[src/rtl/trig_seq_pkg.sv]
package trig_seq_pkg;

  typedef struct packed {
    logic cntInc;
    logic cntClr;
  } cnt_ctl_t;

  typedef enum logic [1:0] {
    SEQ_IDLE = 2'd0,
    SEQ_RUN  = 2'd1,
    SEQ_DONE = 2'd2
  } seq_state_e;

endpackage

[src/rtl/trig_seq_datapath.sv]
module trig_seq_datapath
  import trig_seq_pkg::*;
#(
  parameter int NUM_UNITS = 4,
  parameter int MAX_STEPS = 16,
  parameter int CNT_W     = 8,
  localparam int TAB_W    = 1 << NUM_UNITS,
  localparam int STEP_W   = $clog2(MAX_STEPS)
) (
  input  logic                 clk,
  input  logic                 rstN,
  input  logic                 armed,
  input  logic                 cfgWe,
  input  logic [STEP_W-1:0]    cfgStep,
  input  logic [TAB_W-1:0]     cfgTable,
  input  logic                 cfgNext,
  input  logic                 cfgConsec,
  input  logic [CNT_W-1:0]     cfgCount,
  input  logic [STEP_W-1:0]    stepIdx,
  input  logic [NUM_UNITS-1:0] matchBits,
  input  cnt_ctl_t             ctl,
  output logic                 condTrue,
  output logic                 countHit,
  output logic                 linkNext,
  output logic                 consecMode,
  output logic                 cntNonZero
);

  logic [TAB_W-1:0] tabMem    [MAX_STEPS];
  logic             nextMem   [MAX_STEPS];
  logic             consecMem [MAX_STEPS];
  logic [CNT_W-1:0] countMem  [MAX_STEPS];

  logic             wrEn;
  logic [TAB_W-1:0] tabSel;
  logic [CNT_W-1:0] limitSel;
  logic [CNT_W-1:0] needVal;
  logic [CNT_W:0]   cntPlus;
  logic [CNT_W-1:0] cntQ;

  assign wrEn = cfgWe && !armed;

  for (genvar g = 0; g < MAX_STEPS; g++) begin : gStep
    always_ff @(posedge clk or negedge rstN) begin
      if (!rstN) begin
        tabMem[g]    <= '0;
        nextMem[g]   <= 1'b0;
        consecMem[g] <= 1'b0;
        countMem[g]  <= '0;
      end else if (wrEn && cfgStep == STEP_W'(g)) begin
        tabMem[g]    <= cfgTable;
        nextMem[g]   <= cfgNext;
        consecMem[g] <= cfgConsec;
        countMem[g]  <= cfgCount;
      end
    end
  end

  always_comb begin
    tabSel     = tabMem[stepIdx];
    limitSel   = countMem[stepIdx];
    linkNext   = nextMem[stepIdx] && (stepIdx != '0);
    consecMode = consecMem[stepIdx];
    needVal    = (limitSel == '0) ? CNT_W'(1) : limitSel;
    condTrue   = tabSel[matchBits];
    cntPlus    = {1'b0, cntQ} + 1'b1;
    countHit   = cntPlus >= {1'b0, needVal};
    cntNonZero = cntQ != '0;
  end

  always_ff @(posedge clk or negedge rstN) begin
    if (!rstN)           cntQ <= '0;
    else if (ctl.cntClr) cntQ <= '0;
    else if (ctl.cntInc) cntQ <= cntQ + 1'b1;
  end

  AST_CNT_BELOW_NEED: assert property (@(posedge clk) disable iff (!rstN)
    cntQ < needVal);

  AST_CNT_CLEAR_DISARMED: assert property (@(posedge clk) disable iff (!rstN)
    !armed |=> cntQ == '0);

endmodule

[src/rtl/trig_seq_control.sv]
module trig_seq_control
  import trig_seq_pkg::*;
#(
  parameter int MAX_STEPS = 16,
  localparam int STEP_W   = $clog2(MAX_STEPS)
) (
  input  logic              clk,
  input  logic              rstN,
  input  logic              armed,
  input  logic              sampleEn,
  input  logic [STEP_W-1:0] lastStep,
  input  logic              condTrue,
  input  logic              countHit,
  input  logic              linkNext,
  input  logic              consecMode,
  input  logic              cntNonZero,
  output cnt_ctl_t          ctl,
  output logic [STEP_W-1:0] stepIdx,
  output logic              trigger
);

  seq_state_e        stateQ;
  logic [STEP_W-1:0] stepQ;
  logic              firstQ;
  logic              trigQ;
  logic              evalNow;
  logic              advance;
  logic              broken;

  always_comb begin
    evalNow     = armed && (stateQ != SEQ_DONE) && sampleEn;
    advance     = evalNow && condTrue && countHit;
    broken      = evalNow && !condTrue &&
                  ((linkNext && firstQ) || (consecMode && cntNonZero));
    ctl.cntClr  = !armed || advance || broken;
    ctl.cntInc  = evalNow && condTrue && !countHit;
  end

  always_ff @(posedge clk or negedge rstN) begin
    if (!rstN) begin
      stateQ <= SEQ_IDLE;
      stepQ  <= '0;
      firstQ <= 1'b0;
      trigQ  <= 1'b0;
    end else begin
      trigQ <= 1'b0;
      if (!armed) begin
        stateQ <= SEQ_IDLE;
        stepQ  <= '0;
        firstQ <= 1'b0;
      end else if (stateQ != SEQ_DONE) begin
        stateQ <= SEQ_RUN;
        if (evalNow) begin
          firstQ <= 1'b0;
          if (advance) begin
            if (stepQ == lastStep) begin
              trigQ  <= 1'b1;
              stateQ <= SEQ_DONE;
            end else begin
              stepQ  <= stepQ + 1'b1;
              firstQ <= 1'b1;
            end
          end else if (broken) begin
            stepQ <= '0;
          end
        end
      end
    end
  end

  assign stepIdx = stepQ;
  assign trigger = trigQ;

  AST_TRIG_ONE_CYCLE: assert property (@(posedge clk) disable iff (!rstN)
    trigQ |=> !trigQ);

  AST_DISARM_HOME: assert property (@(posedge clk) disable iff (!rstN)
    !armed |=> (stepQ == '0 && !trigQ));

  AST_GATED_HOLD: assert property (@(posedge clk) disable iff (!rstN)
    (armed && !sampleEn) |=> ($stable(stepQ) && !trigQ));

  AST_STEP_MOVE: assert property (@(posedge clk) disable iff (!rstN)
    armed |=> (stepQ == '0 || stepQ == $past(stepQ) ||
               stepQ == STEP_W'($past(stepQ) + 1'b1)));

  AST_DONE_FROZEN: assert property (@(posedge clk) disable iff (!rstN)
    (armed && stateQ == SEQ_DONE) |=> ($stable(stepQ) && !trigQ));

  AST_RUN_BREAK: assert property (@(posedge clk) disable iff (!rstN)
    (evalNow && !condTrue && consecMode && cntNonZero) |=> stepQ == '0);

  AST_NEXT_BREAK: assert property (@(posedge clk) disable iff (!rstN)
    (evalNow && !condTrue && linkNext && firstQ) |=> stepQ == '0);

endmodule

[src/rtl/trig_seq.sv]
module trig_seq
  import trig_seq_pkg::*;
#(
  parameter int NUM_UNITS = 4,
  parameter int MAX_STEPS = 16,
  parameter int CNT_W     = 8,
  localparam int TAB_W    = 1 << NUM_UNITS,
  localparam int STEP_W   = $clog2(MAX_STEPS)
) (
  input  logic                 clk,
  input  logic                 rstN,
  input  logic                 armed,
  input  logic                 sampleEn,
  input  logic [NUM_UNITS-1:0] matchBits,
  input  logic [STEP_W-1:0]    lastStep,
  input  logic                 cfgWe,
  input  logic [STEP_W-1:0]    cfgStep,
  input  logic [TAB_W-1:0]     cfgTable,
  input  logic                 cfgNext,
  input  logic                 cfgConsec,
  input  logic [CNT_W-1:0]     cfgCount,
  output logic                 trigger,
  output logic [STEP_W-1:0]    stepIdx
);

  cnt_ctl_t ctl;
  logic     condTrue, countHit, linkNext, consecMode, cntNonZero;

  trig_seq_datapath #(
    .NUM_UNITS(NUM_UNITS), .MAX_STEPS(MAX_STEPS), .CNT_W(CNT_W)
  ) uData (
    .clk(clk), .rstN(rstN), .armed(armed), .cfgWe(cfgWe),
    .cfgStep(cfgStep), .cfgTable(cfgTable), .cfgNext(cfgNext),
    .cfgConsec(cfgConsec), .cfgCount(cfgCount), .stepIdx(stepIdx),
    .matchBits(matchBits), .ctl(ctl), .condTrue(condTrue),
    .countHit(countHit), .linkNext(linkNext), .consecMode(consecMode),
    .cntNonZero(cntNonZero)
  );

  trig_seq_control #(
    .MAX_STEPS(MAX_STEPS)
  ) uCtrl (
    .clk(clk), .rstN(rstN), .armed(armed), .sampleEn(sampleEn),
    .lastStep(lastStep), .condTrue(condTrue), .countHit(countHit),
    .linkNext(linkNext), .consecMode(consecMode), .cntNonZero(cntNonZero),
    .ctl(ctl), .stepIdx(stepIdx), .trigger(trigger)
  );

endmodule

[config.mk]
export PLATFORM = sky130hd
export DESIGN_NAME = trig_seq
export DESIGN_NICKNAME = d
export VERILOG_FILES = /design/src/rtl/trig_seq_pkg.sv /design/src/rtl/trig_seq_datapath.sv /design/src/rtl/trig_seq_control.sv /design/src/rtl/trig_seq.sv
export SDC_FILE = /design/constraint.sdc
export NUM_CORES = 1
export LEC_CHECK = 0
export BUFFER_PORTS_ARGS = -buffer_cell sky130_fd_sc_hd__buf_2
export CAP_MARGIN = 0
export CORE_UTILIZATION = 68
export DETAILED_ROUTE_END_ITERATION = 8
export PLACE_DENSITY = 0.86
export SYNTH_ARGS = -nofsm -noshare
export SYNTH_HDL_FRONTEND = slang
export SYNTH_SLANG_ARGS = --single-unit
[constraint.sdc]
create_clock -name clk -period 7.87 [get_ports clk]
set_input_delay 0.3935 -clock clk [delete_from_list [all_inputs] [get_ports clk]]
set_output_delay 0.3935 -clock clk [all_outputs]
set_load 0.02 [all_outputs]
; After elaboration in Yosys (flattened, before gate mapping)
; Index checks and enable logic that the tools add are counted.
[totals]
reg_bits = 432
elab_cells = 175
input_bits = 43
out_inout_bits = 5
[classes]
n_reduce_logical = 40
n_addsub = 3
n_eq_ne = 21
mux = 38
bitwise = 1
n_lt_le_gt_ge = 3
[op_table]
columns = op, count
row1 = $bmux 16 s4, 1
row2 = $mux 8, 5
row3 = $bmux 8 s4, 1
row4 = $eq 4x4->1 const B, 8
row5 = $mux 16, 2
row6 = $logic_and 1x1->1, 27
row7 = $mux 4, 6
row8 = $eq 4x3->1 const B, 4
row9 = $mux 1, 15
row10 = $bmux 1 s4, 3
row11 = $mux 2, 5
row12 = $add 8x1->9 const B, 1
row13 = $ge 9x8->1, 1
row14 = $add 8x1->8 const B, 1
row15 = $eq 4x2->1 const B, 2
row16 = $logic_not 8->1, 1
row17 = $reduce_bool 8->1, 1
row18 = $ge 5x5->1 const B, 1
row19 = $lt 4x5->1 const B, 1
row20 = $not 4->5, 1
row21 = $add 4x1->4 const B, 1
row22 = $eq 4x1->1 const B, 1
row23 = $eq 4x4->1, 1
row24 = $logic_not 4->1, 1
row25 = 10 further kinds, 15

; Logic depth before layout (Yosys ltp)
; Gate-level depths: netlist of run 1.
[logic_depth]
ltp_word = 14
ltp_mapped = 22
mapped_depth_nobuf = 14

; Hierarchy
; Synthesis of run 1 repeated with hierarchy kept, for this count alone.
[hier_totals]
hier_cells = 1326
area_unflattened_um2 = 20019.2
[by_module_without_submodules]
columns = mod, area_each_um2, cells_per_inst, n_inst, seq_area_each_um2
row1 = trig_seq_datapath, 19535.0, 1280, 1, 10585.2
row2 = trig_seq_control, 484.2, 46, 1, 200.2

; Least setup slack after synthesis of run 1
; Ideal clock, no wire load.
[synth_timing]
kind = reg2reg
startpoint = reg uCtrl.stepQ[1] (netlist: uCtrl.stepIdx[1])
endpoint = reg uData.cntQ[5]
synth_period_minus_slack_ns = 5.034
path_slack_ns = 2.836
path_stages_with_launch = 21
setup_time_ns = 0.063
path_buffers = 6
t_required_ns = 7.807
t_arrival_ns = 4.971
path_cell_list = dfrtp_1 buf_4 buf_4 buf_2 buf_2 buf_4 clkbuf_1 mux4_2 mux4_2 nor4_1 a41o_1 ha_1 nand2b_1 a21o_1 a21o_1 a21o_1 a21oi_1 o21ai_0 nor3_1 o21ai_0 a21bo_2
[synth_between]
elab_chain_cells = 11
elab_cells_between_ends = 34
cone_classes = 1 x order compare / 16 x mux / 1 x bitwise / 16 x reduce/logical
[synth_rtl]
columns = element, line
row1 = "start, declared", trig_seq_control.sv:23  ; logic [STEP_W-1:0] stepQ;
row2 = "start signal, assigned", trig_seq_control.sv:60  ; stepQ <= stepQ + 1'b1;
row3 = $not 4->5 (not written as such), --
row4 = $bmux 8 s4 / $bmux 16 s4 (equally long branches), "trig_seq_datapath.sv:61, trig_seq_datapath.sv:60"
row5 = $mux 8 (not written as such) / $mux 16 (equally long branches) (2 in series), "trig_seq_datapath.sv:61, trig_seq_datapath.sv:60"
row6 = $logic_not 8->1 / $bmux 1 s4 (equally long branches), "trig_seq_datapath.sv:64, trig_seq_datapath.sv:65"
row7 = $mux 8 / $mux 1 (equally long branches), "trig_seq_datapath.sv:64, trig_seq_datapath.sv:65"
row8 = $ge 9x8->1 (tied with other cells), trig_seq_datapath.sv:67  ; countHit = cntPlus >= {1'b0, needVal};
row9 = "$logic_and 1x1->1, on equally long branches", "trig_seq_control.sv:32, trig_seq_control.sv:33"
row10 = $logic_or 1x1->1 / $logic_and 1x1->1 (equally long branches), "trig_seq_control.sv:35, trig_seq_control.sv:33"
row11 = $logic_or 1x1->1, trig_seq_control.sv:35  ; ctl.cntClr = !armed || advance || broken;
row12 = $mux 8 / $reduce_bool 2->1 (equally long branches), --
row13 = "end signal, assigned", trig_seq_datapath.sv:74  ; else if (ctl.cntInc) cntQ <= cntQ + 1'b1;
row14 = "end, declared", trig_seq_datapath.sv:39  ; logic [CNT_W-1:0] cntQ;
; Parallel ways exist; a longest one is shown, timed or not. The select of a mux whose other input is x is not followed.
; A chain may end at the register's enable or synchronous reset.

; Worst setup path in the final report of run 1
[layout_timing]
startpoint = reg uCtrl.stepQ[1] (netlist: uCtrl.stepIdx[1])
endpoint = reg uData.cntQ[6]
; Same word-level chain as after synthesis.

==> summary.md, run 1 <==
| Metric | Value |
|---|---|
| Main combinational cell family by area after synthesis | `multiplexers` |
| CTS tree | `built` |
| Synth area leaders | `dfrtp_1 54%, mux2_2 24%, mux4_2 8.9%, mux4_1 2.9%, mux2i_1 1.3%` |
| WP data arrival | `between 5 and 6 ns` |
| Starting density of the core | `between 60% and 70%` |
| Status | `finished, violations left` |
| Number of global-route vias before repair | `between 10000 and 15000` |
| Vias after detailed routing | `11800` |
| Async SR Flop Fraction | `100%` |
| Antenna-violating nets left | `0` |
| R2r setup slk | `about 2.6 ns` |
| Unrepaired setup endpoints after global routing | `no` |
| Clk_lat worst skew | `0.55 ns` |
| Via-to-Cell Ratio | `roughly 6.7` |
| Synth Flop Type | `dfrtp_1` |
| Multiplexer share of the synthesized area | `a little over a third` |
| TritonCTS buffer count | `45` |
| Seq. cell area | `10800 sq um` |
| First drt pass iteration count | `5` |
| VDD IR max | `approximately 0.00021 V` |
| Max capacitance violation total | `0` |
| Clock root buffer master | `clkbuf_16` |
| GRT Total Usage | `between 30% and 40%` |
| Worst Skew | `around 0.0073 ns` |
| Synth Warn # | `0` |
| Synthesized area per cell | `~15 sq um` |
| GRT overflow | `0` |
| Final Critical Period | `between 5 and 6 ns` |
| Worst Setup Path Type | `reg2reg` |
| Synth Area in Compound Gates | `between 2 and 3%` |
| DIE AREA | `30400 sq um` |
| Hold WS | `-0.0380 ns` |
| Final Hold Vio Count | `15` |
| Port Buffer Count | `47` |
| Worst-path clk slew | `roughly 0.06 ns` |
| Hold-fix buffer count after cts | `0` |
| Post-CTS Resized | `0` |
| Layout Cell Area excl Fill | `around 22000 sq um` |
| Clock sinks | `432` |
| Area share of the largest cell type after synthesis | `between 50% and 60%` |
| Wire per inst | `around 27 microns` |
| Worst reg2reg endpoint | `uData.cntQ[6]` |
| Post-synthesis adder-cell area fraction | `less than 1%` |
| Hold Path Class | `in2async` |
| Io pins | `48` |
| Area of the multi-input gates | `a little under 9000 sq um` |
| Fmax | `around 190 MHz` |
| Fin Setup TNS | `0 ns` |
| Initial antenna violation count | `3` |
| DRC viols | `0` |
| CTS max path bufs | `3` |
| Routed WL | `roughly 47 mm` |
| Startpoint Class | `flip-flop` |
| Most frequent cells in the layout | `429 x dfrtp_1, 422 x mux2_2, 80 x mux4_2` |
| Initial detailed-routing violation count | `between 1000 and 1500` |
| RR Startpoint | `uCtrl.stepIdx[1]` |
| Fillers | `1668` |
| Sequential area share after synthesis | `between 50% and 60%` |
| CP Max Fanout | `63` |
| First-pass GRT wire length | `approximately 74 mm` |
| Final Core Density | `76.2%` |
| Kind of end point of the critical path | `flip-flop` |
| Endpoints failing setup | `0` |
| Yosys cell types | `just over 60` |
| Register bit total from synthesis | `between 400 and 500` |
| Post-synth top area cell | `dfrtp_1` |
| Failing checks | `negative hold slack` |
| Leakage | `roughly 9.9 nW` |
| Final worst-path setup slack | `between 2 and 3 ns` |
| PwrDens | `261 nW/um^2` |
| Total core area | `28900 sq um` |
| Placed cell areas | `20600 sq um` |
| Post-Syn Area | `between 20000 and 25000 sq um` |
| Most common cell after layout, fill and taps aside | `dfrtp_1` |
| Final GP Congestion | `roughly 0.81` |
| Xor/xnor share of the synthesized area | `0.304%` |
| Placed wire-length estimate | `26.2 mm` |
| Reg2Reg Depth | `14` |
| EDFF count, synth | `0` |
| DP Worst Slack | `2.63 ns` |
| WP data required | `between 8 and 9 ns` |
| H-tree depth | `2` |
| # Post-CTS Setup Buffers | `0` |
| Layout cells sized above 1 | `48.1%` |
| Worst slew margin | `about 16%` |
| Die extent in x | `174 microns` |
| Cell Rows | `62` |
| Synthesized Nets | `between 1000 and 1500` |
| Fin. max-slew vios | `0` |
| Largest net degree at the start of global routing | `163` |
| Final nets | `1384` |
| Syn Inst Count | `about 1300` |
| Worst-Margin Slew | `between 1 and 1.5 ns` |
| Synth Area in Simple Gates | `around 3.5%` |
| Die Ht | `174 microns` |
| Final cycle utilization of the critical path | `67.2%` |
| Area growth, synth to finish | `9.19%` |
worst max-delay path by stage:
stage	to	cells past startpoint	start	slack, ns
floorplan	uData.cntQ[5]	20	uCtrl.stepIdx[1]	2.84
global placement	uData.cntQ[6]	14	uCtrl.stepIdx[1]	2.83
detailed placement	uData.cntQ[6]	14	uCtrl.stepIdx[0]	2.63
CTS	uData.cntQ[6]	14	uCtrl.stepIdx[0]	2.60
global route	uData.cntQ[5]	14	uCtrl.stepIdx[0]	2.23
finish	uData.cntQ[6]	14	uCtrl.stepIdx[1]	2.58
cell families after synthesis:
kind of cell | count (synthesis)
AND/OR/NAND/NOR | 135
multiplexers | 550
buffers and inverters | 113
XOR/XNOR | 7
AO/OA/AOI/OAI | 66
adder cells (fa/ha/maj) | 12
flip-flops | 432
layout make-up:
class	count	area share, %
Antenna cell	1	0.0114
Multi-Input combinational cell	770	40.2
Timing Repair Buffer	65	1.84
Inverter	15	0.255
Clock inverter	4	0.108
Sequential cell	432	49.1
Clock buffer	75	6.31
Tap cell	384	2.18
power breakdown:
part	switching, mW	internal [mW]
clock	0.845	1.20
sequential	0.225	2.64
combinational	0.327	0.527
total	1.40	4.37
per-stage QoR:
| stage | cells | total power, mW |
|---|---|---|
| after floorplan | 1315 | 3.48 |
| after global placement | 1666 | 3.67 |
| after detailed placement | 1666 | 3.74 |
| after CTS | 1745 | 5.78 |
| after global routing | 1746 | 5.98 |
| final | 1746 | 5.76 |
metal layers:
layer  track usage [%]  share of wire [%]  wire [microns]
met1              46.9                 43           20300
met2              50.7                 47           22200
met3              6.10                6.3            2990
met4              11.6                3.3            1550
met5                 0              0.049              23
flip-flops by register name, indices dropped and copies added, names as in the netlist:
| register | count |
|---|---|
| uCtrl.firstQ | 1 |
| uCtrl.stateQ | 2 |
| uData.countMem | 128 |
| uData.cntQ | 8 |
| uCtrl.trigger | 1 |
| uCtrl.stepIdx | 4 |
| uData.nextMem | 16 |
| uData.consecMem | 16 |
| uData.tabMem | 256 |
synthesized netlist by cell type, drive strengths merged (3+ instances only):
cell type / instances
mux4: 102
mux2: 422
mux2i: 26
ha: 12
inv: 15
and3: 4
a221oi: 4
dfrtp: 432
buf: 32
nand2b: 11
and2: 5
xnor2: 7
a31oi: 4
o221ai: 3
clkbuf: 66
a22o: 7
nor4: 3
nor2b: 13
a22oi: 7
a211oi: 3
nand2: 44
nor3b: 3
nor3: 7
o21ai: 5
nand4: 6
nor2: 12
nand3: 19
a21o: 6
a21oi: 7
worst max-delay path: stages (launching register included):
cell and delay, ns:
dfrtp_4 1.03, mux4_2 0.43, mux4_2 0.50, nor4_1 0.54, a41o_1 0.27, ha_1 0.23
nand2b_1 0.16, a21o_1 0.19, a21o_1 0.17, a21o_1 0.17, a21oi_1 0.15, o21ai_0 0.21
nor3_1 0.72, o21ai_0 0.20, a21bo_2 0.24
Power figures use the tool's default switching activity.
==> run 2, diff against run 1 <==
CORE_UTILIZATION = 57   (was 68)
PLACE_DENSITY = 0.77   (was 0.86)
clock period = 4.4 ns   (was 7.87 ns; I/O delays follow)
==> summary.md, run 2 (same netlist as run 1, synthesis figures left out) <==
| Metric | Value |
|---|---|
| Worst slew margin | `19.2% (was 16.2%)` |
| Die extent in x | `190 microns (was 174 microns)` |
| DRC viols | `0 (unchanged)` |
| Hold WS | `0.0198 ns (was -0.0380 ns)` |
| Starting density of the core | `58.2% (was 69.8%)` |
| Pwr Total | `10.5 mW (was 5.76 mW)` |
| Initial detailed-routing violation count | `747 (was 1067)` |
| Placed Cells incl. Taps | `1748 (was 1666)` |
| Area of the multi-input gates | `8890 sq um (was 8860 sq um)` |
| Final GP Congestion | `0.763 (was 0.808)` |
| Worst Setup Path Type | `reg2reg (unchanged)` |
| Final nets | `1402 (was 1384)` |
| N_diodes | `0 (was 1)` |
| Worst-path clk slew | `0.06 ns (about the same)` |
| Layout Cell Area excl Fill | `22500 sq um (was 22000 sq um)` |
| Unrepaired setup endpoints after global routing | `no (unchanged)` |
| Die Ht | `190 microns (was 174 microns)` |
| DP Worst Slack | `0.152 ns (was 2.63 ns)` |
| Final cycle utilization of the critical path | `94.2% (was 67.2%)` |
| Max capacitance violation total | `0 (unchanged)` |
| CP Max Fanout | `68 (was 63)` |
| Fin. max-slew vios | `0 (unchanged)` |
| Most frequent cells in the layout | `429 x dfrtp_1, 421 x mux2_2, 80 x mux4_2 (was 429 x dfrtp_1, 422 x mux2_2, 80 x mux4_2)` |
| Max FFs per register | `256 (unchanged)` |
| GRT overflow | `0 (unchanged)` |
| Clock root buffer master | `clkbuf_16 (unchanged)` |
| Clk_lat worst skew | `0.56 ns (was 0.55 ns)` |
| Layout cells sized above 1 | `49.7% (was 48.1%)` |
| Total core area | `34700 sq um (was 28900 sq um)` |
| Final Hold Vio Count | `0 (was 15)` |
| GRT Total Usage | `27.3% (was 32.7%)` |
| Fmax | `241 MHz (was 189 MHz)` |
| Antenna-violating nets left | `0 (unchanged)` |
| Routed WL | `47.5 mm (was 47.1 mm)` |
| Initial antenna violation count | `1 (was 3)` |
| WP data required | `4.90 ns (was 8.36 ns)` |
| Vias after detailed routing | `11800 (about the same)` |
| Status | `finished, final reports clean (was finished, violations left)` |
| Area growth, synth to finish | `11.2% (was 9.19%)` |
| Largest net degree at the start of global routing | `116 (was 163)` |
| H-tree depth | `2 (unchanged)` |
| Biggest regs | `uData.tabMem: 256 flops, uData.countMem: 128 flops (unchanged)` |
| Most common cell after layout, fill and taps aside | `dfrtp_1 (unchanged)` |
| PwrDens | `467 nW/um^2 (was 261 nW/um^2)` |
| Fillers | `2415 (was 1668)` |
| VDD IR max | `0.000426 V (was 0.000206 V)` |
| Final Critical Period | `4.15 ns (was 5.29 ns)` |
| First-pass GRT wire length | `74.5 mm (about the same)` |
| Number of global-route vias before repair | `12400 (was 12800)` |
| Clock sinks | `432 (unchanged)` |
| CTS tree | `built (unchanged)` |
| Kind of end point of the critical path | `flip-flop (unchanged)` |
| Leakage | `10.0 nW (was 9.86 nW)` |
| Port Buffer Count | `47 (unchanged)` |
| Seq. cell area | `10800 sq um (unchanged)` |
| Non-filler cells, final | `1836 (was 1746)` |
| Endpoints failing setup | `0 (unchanged)` |
| Hold Path Class | `in2reg (was in2async)` |
| First drt pass iteration count | `5 (unchanged)` |
| Wire per inst | `25.9 microns (was 27.0 microns)` |
| Worst Skew | `0.0185 ns (was 0.00729 ns)` |
| Final worst-path setup slack | `0.255 ns (was 2.58 ns)` |
| CTS max path bufs | `3 (unchanged)` |
| Io pins | `48 (unchanged)` |
| WP data arrival | `4.64 ns (was 5.77 ns)` |
| Startpoint Class | `flip-flop (unchanged)` |
| Via-to-Cell Ratio | `6.45 (was 6.73)` |
| Cell Rows | `68 (was 62)` |
| Biggest register | `uData.tabMem (unchanged)` |
| Placed wire-length estimate | `26.9 mm (was 26.2 mm)` |
| Placed cell areas | `20900 sq um (was 20600 sq um)` |
| R2r setup slk | `0.25 ns (was 2.58 ns)` |
| DIE AREA | `36200 sq um (was 30400 sq um)` |
| TritonCTS buffer count | `45 (unchanged)` |
| Worst-Margin Slew | `1.21 ns (was 1.25 ns)` |
==> run 2: critical path: stages (launching register included) <==
cell	delay (ns)
dfrtp_4	0.70
buf_12	0.43
mux4_2	0.37
mux4_2	0.48
inv_1	0.12
a41o_1	0.18
ha_1	0.21
nand2b_1	0.14
a21o_1	0.16
a21o_1	0.15
a21o_1	0.15
a21oi_2	0.13
o21ai_2	0.09
nor3_2	0.37
a21boi_0	0.24
a21o_1	0.12
==> run 2: cell type report <==
cell class	count	area share (%)
multi-input cells	770	39.6
inverters	15	0.251
clock inverters	17	0.914
well taps	455	2.54
flip-flops and latches	432	48.2
clock buffers	64	5.73
repair buffers	83	2.79
==> run 2: what timing repair did <==
action / CTS / global route
resized for setup: 0 / 0
buffers inserted: 0 / 5
hold buffers: 2 / 0
hold endpoints to repair: 112 / 0
setup endpoints to repair: 0 / 6
==> run 2: report_power, final <==
group / switching, mW / internal [mW]
clock network: 1.57 / 2.28
registers: 0.376 / 4.72
logic: 0.582 / 0.967
total: 2.53 / 7.97
==> run 2: per-stage QoR <==
step	utilization (%)	TNS [ns]
5_1_grt	64.7	0
6_report	64.7	0
3_5_place_dp	60.1	0
2_1_floorplan	-	-0.379
4_1_cts	64.5	0
3_3_place_gp	60.1	0
==> run 2: path summary, 6_finish.rpt <==
path | from | to | depth (start not counted)
setup reg to reg | uCtrl.stepIdx[1] | uData.cntQ[2] | 15
hold reg to reg | uData.tabMem[238] | uData.tabMem[238] | 1
setup / recovery | uCtrl.stepIdx[1] | uData.cntQ[2] | 15
max in group asynchronous | rstN | uData.tabMem[147] | 3
hold / removal | armed | uCtrl.firstQ | 3
min in group asynchronous | rstN | uData.tabMem[85] | 2
==> run 2: routing by layer <==
layer  part of all wire, %  vias up  GRT usage [%]  wire length (microns)
met1                    46     6449           39.6                  21600
met3                   5.5       82           5.50                   2630
met4                   2.1        2           6.98                   1020
met5                 0.027        -              0                     13
li1                      -     4998              -                      -
met2                    47      316           42.3                  22200
==> run 3, diff against run 2 <==
ABC_AREA = 1   (was not set)
CORE_UTILIZATION = 63   (was 57)
PLACE_DENSITY = 0.8   (was 0.77)
SETUP_SLACK_MARGIN = 0.5   (was not set)
clock period = 4.55 ns   (was 4.4 ns; I/O delays follow)
==> summary.md, run 3 <==
| Metric | Value |
|---|---|
| Worst-path clk slew | `0.06 ns (about the same)` |
| Most common cell after layout, fill and taps aside | `nand2_1 (was dfrtp_1)` |
| Syn Inst Count | `2503 (was 1315)` |
| Fin Setup TNS | `0 ns (unchanged)` |
| Hold Path Class | `in2reg (unchanged)` |
| Unrepaired setup endpoints after global routing | `no (unchanged)` |
| Critical Path, Cell by Cell | `inv_6, o21ai_0, o22ai_1, o21ai_0, a31oi_1, nor2_1, nand4_1, o21ai_1, ha_1, o311a_1, o21ai_0, nand2_1, nand2_1, nand3_4, nand3_2, nand2_2, nand2_1, nand2_1 (was buf_12, mux4_2, mux4_2, inv_1, a41o_1, ha_1, nand2b_1, a21o_1, a21o_1, a21o_1, a21oi_2, o21ai_2, nor3_2, a21boi_0, a21o_1)` |
| Clk_lat worst skew | `0.54 ns (was 0.56 ns)` |
| Worst-Margin Slew | `1.17 ns (was 1.21 ns)` |
| TritonCTS buffer count | `45 (unchanged)` |
| Kind of end point of the critical path | `flip-flop (unchanged)` |
| Placed cell areas | `20400 sq um (was 20900 sq um)` |
| Fmax | `273 MHz (was 241 MHz)` |
| CTS max path bufs | `3 (unchanged)` |
| GRT overflow | `0 (unchanged)` |
| Max capacitance violation total | `0 (unchanged)` |
| Endpoints failing setup | `0 (unchanged)` |
| Biggest regs | `uData.tabMem: 256 flops, uData.countMem: 128 flops (unchanged)` |
| Register bit total from synthesis | `432 (unchanged)` |
| Routed WL | `55.4 mm (was 47.5 mm)` |
| Worst Setup Path Type | `reg2reg (unchanged)` |
| # Post-CTS Setup Buffers | `0 (unchanged)` |
| Worst reg2reg endpoint | `uCtrl.stepIdx[0] (was uData.cntQ[2])` |
| Worst slew margin | `21.8% (was 19.2%)` |
| Most frequent cells in the layout | `721 x nand2_1, 523 x o21ai_0, 430 x dfrtp_1 (was 429 x dfrtp_1, 421 x mux2_2, 80 x mux4_2)` |
| Synthesized area per cell | `8.06 sq um (was 15.4 sq um)` |
| Io pins | `48 (unchanged)` |
| Via-to-Cell Ratio | `6.10 (was 6.45)` |
| Clock sinks | `432 (unchanged)` |
| Area growth, synth to finish | `8.70% (was 11.2%)` |
| Die Ht | `181 microns (was 190 microns)` |
| Layout Cell Area excl Fill | `21900 sq um (was 22500 sq um)` |
| Post-CTS Resized | `0 (unchanged)` |
| Final GP Congestion | `0.851 (was 0.763)` |
| First-pass GRT wire length | `90.1 mm (was 74.5 mm)` |
| Most common cell on crit path | `nand2_1 (was a21o_1)` |
| Initial antenna violation count | `0 (was 1)` |
| Post-synth top cells | `725 x nand2_1, 523 x o21ai_0, 432 x dfrtp_1 (was 432 x dfrtp_1, 422 x mux2_2, 80 x mux4_2)` |
| DIE AREA | `32700 sq um (was 36200 sq um)` |
| WP data required | `4.98 ns (was 4.90 ns)` |
| Final nets | `2499 (was 1402)` |
| Synth area leaders | `dfrtp_1 54%, nand2_1 13%, o21ai_0 13%, nor2_1 3.9%, nand3_1 3.7% (was dfrtp_1 54%, mux2_2 24%, mux4_2 8.9%, mux4_1 2.9%, mux2i_1 1.3%)` |
| Sequential area share after synthesis | `53.6% (was 53.5%)` |
| Antenna-violating nets left | `0 (unchanged)` |
| Count leader, synth | `nand2_1 (was dfrtp_1)` |
| Final Critical Period | `3.67 ns (was 4.15 ns)` |
| CP Max Fanout | `87 (was 68)` |
| Async SR Flop Fraction | `100% (unchanged)` |
| Critical path's top delay family | `compound AO/OA/AOI/OAI gates (unchanged)` |
| Non-filler cells, final | `2877 (was 1836)` |
| EDFF count, synth | `0 (unchanged)` |
| First drt pass iteration count | `6 (was 5)` |
| Placed wire-length estimate | `30.7 mm (was 26.9 mm)` |
| Hold endpoint | `uData.countMem[27] (was uCtrl.firstQ)` |
| Pwr Total | `11.3 mW (was 10.5 mW)` |
| Biggest register | `uData.tabMem (unchanged)` |
| WP data arrival | `4.10 ns (was 4.64 ns)` |
| Slowest-stage cell, CP | `dfrtp_4 (unchanged)` |
| RR Startpoint | `uCtrl.stepIdx[0] (was uCtrl.stepIdx[1])` |
| Port Buffer Count | `47 (unchanged)` |
| Met3 usage | `4.98% (was 5.50%)` |
| Status | `finished, final reports clean (unchanged)` |
| Hold Path Cell Cnt | `3 (unchanged)` |
| VDD IR max | `0.000324 V (was 0.000426 V)` |
| PwrDens | `514 nW/um^2 (was 467 nW/um^2)` |
| Initial detailed-routing violation count | `2123 (was 747)` |
| Placed Cells incl. Taps | `2797 (was 1748)` |
| Area share of the largest cell type after synthesis | `53.6% (was 53.5%)` |
| CTS tree | `built (unchanged)` |
| Largest stage delay on the critical path | `0.65 ns (was 0.70 ns)` |
| Layout cells sized above 1 | `7.35% (was 49.7%)` |
| Crit path buf inv count | `1 (was 2)` |
| H-tree depth | `2 (unchanged)` |
| Final Core Density | `69.5% (was 64.7%)` |
| Post-synth top area cell | `dfrtp_1 (unchanged)` |
| Hold path startpoint | `cfgCount[3] (was armed)` |
| N_diodes | `0 (unchanged)` |
| Leakage | `10.6 nW (was 10.0 nW)` |
| M1 GR Usage | `48.3% (was 39.6%)` |
| Post-Syn Area | `20200 sq um (about the same)` |
| Cell Rows | `65 (was 68)` |
| DRC viols | `0 (unchanged)` |
| Final cycle utilization of the critical path | `80.6% (was 94.2%)` |
| Fin. max-slew vios | `0 (unchanged)` |
| Starting density of the core | `63.9% (was 58.2%)` |
| Worst Skew | `0.0154 ns (was 0.0185 ns)` |
| Met2 usage | `55.4% (was 42.3%)` |
| Vias after detailed routing | `17600 (was 11800)` |
| Clock root buffer master | `clkbuf_16 (unchanged)` |
| Synth Flop Type | `dfrtp_1 (unchanged)` |
| Max FFs per register | `256 (unchanged)` |
| Reg2Reg Depth | `18 (was 15)` |
| R2r setup slk | `0.88 ns (was 0.25 ns)` |
| Synthesized Nets | `2558 (was 1370)` |
| Number of global-route vias before repair | `16900 (was 12400)` |
| GRT Total Usage | `34.7% (was 27.3%)` |
| GRT busiest layer | `met2 (unchanged)` |
| Wire per inst | `19.3 microns (was 25.9 microns)` |
| Yosys cell types | `43 (was 62)` |
| Die extent in x | `181 microns (was 190 microns)` |
| Total core area | `31600 sq um (was 34700 sq um)` |
| Largest net degree at the start of global routing | `111 (was 116)` |
| Synth Warn # | `0 (unchanged)` |
| Final Hold Vio Count | `0 (unchanged)` |
| Startpoint Class | `flip-flop (unchanged)` |
-- run 3: changes by cell type in the layout (fill, tap and decap cells not counted), moves of 11 or more --
cell	previous run	this run
nand2_1	35	721
o21ai_0	4	523
mux2_2	421	0
nor2_1	11	210
nand3_1	18	141
inv_1	14	107
mux4_2	80	0
o21ai_1	0	30
o22ai_1	0	28
mux2i_1	26	0
mux4_1	22	0
a21oi_1	6	19
nand2b_1	11	0
nor2b_1	11	0
-- run 3: final cells by class --
class	instances	area (sq um)
Clock buffer	67	1330
Clock inverter	11	190
Fill cell	2556	9630
Inverter	112	427
Multi-Input combinational cell	1768	8070
Sequential cell	432	10800
Tap cell	402	503
Timing Repair Buffer	85	586
-- run 3: where the power goes --
part | total, mW | internal [mW] | switching, mW | leakage, nW
registers | 4.97 | 4.54 | 0.424 | 5.61
logic | 2.51 | 0.880 | 1.63 | 4.23
clock network | 3.79 | 2.30 | 1.49 | 0.748
-- run 3: cells by family after synthesis --
logic type	after synthesis	share of synthesized area, %
simple gates	1114	22.2
compound gates	634	16.4
fa+ha+maj	12	0.744
flops	432	53.6
buf+inv	303	6.64
xor+xnor	8	0.347
-- run 3: routing by layer --
| layer | wire (microns) | vias up | share of wire (%) |
|---|---|---|---|
| li1 | - | 8066 | - |
| met1 | 22800 | 8457 | 41 |
| met2 | 25600 | 890 | 46 |
| met3 | 4940 | 150 | 8.9 |
| met4 | 2110 | 0 | 3.8 |
| met5 | 0 | - | 0 |
-- run 3: through the flow --
| stage | hold slack (ns) | worst slack, ns |
|---|---|---|
| global placement | 0.303 | 1.05 |
| finish | 0.149 | 0.882 |
| CTS | 0.143 | 0.949 |
| floorplan | -0.0681 | 1.28 |
| global route | 0.189 | 0.545 |
| detailed placement | 0.297 | 0.982 |
-- run 3: tightest hold or removal path, cell delays in order --
cell     delay [ns]
buf_2          0.07
inv_1          0.16
o21ai_0        0.20
-- run 3: worst max path at each step --
stage / cells past startpoint / to / from
3_3_place_gp: 17 / uCtrl.stepIdx[0] / uCtrl.stepIdx[1]
5_1_grt: 18 / uCtrl.stepIdx[0] / uCtrl.stepIdx[0]
4_1_cts: 18 / uCtrl.stepIdx[0] / uCtrl.stepIdx[0]
3_5_place_dp: 18 / uCtrl.stepIdx[0] / uCtrl.stepIdx[0]
6_report: 18 / uCtrl.stepIdx[0] / uCtrl.stepIdx[0]
2_1_floorplan: 22 / uCtrl.stepIdx[2] / uCtrl.stepIdx[0]
-- run 3: what timing repair did --
action                                  CTS  global route
endpoints found under the setup margin    0             0
hold buffers                              2             0
hold endpoints to repair                 94             0
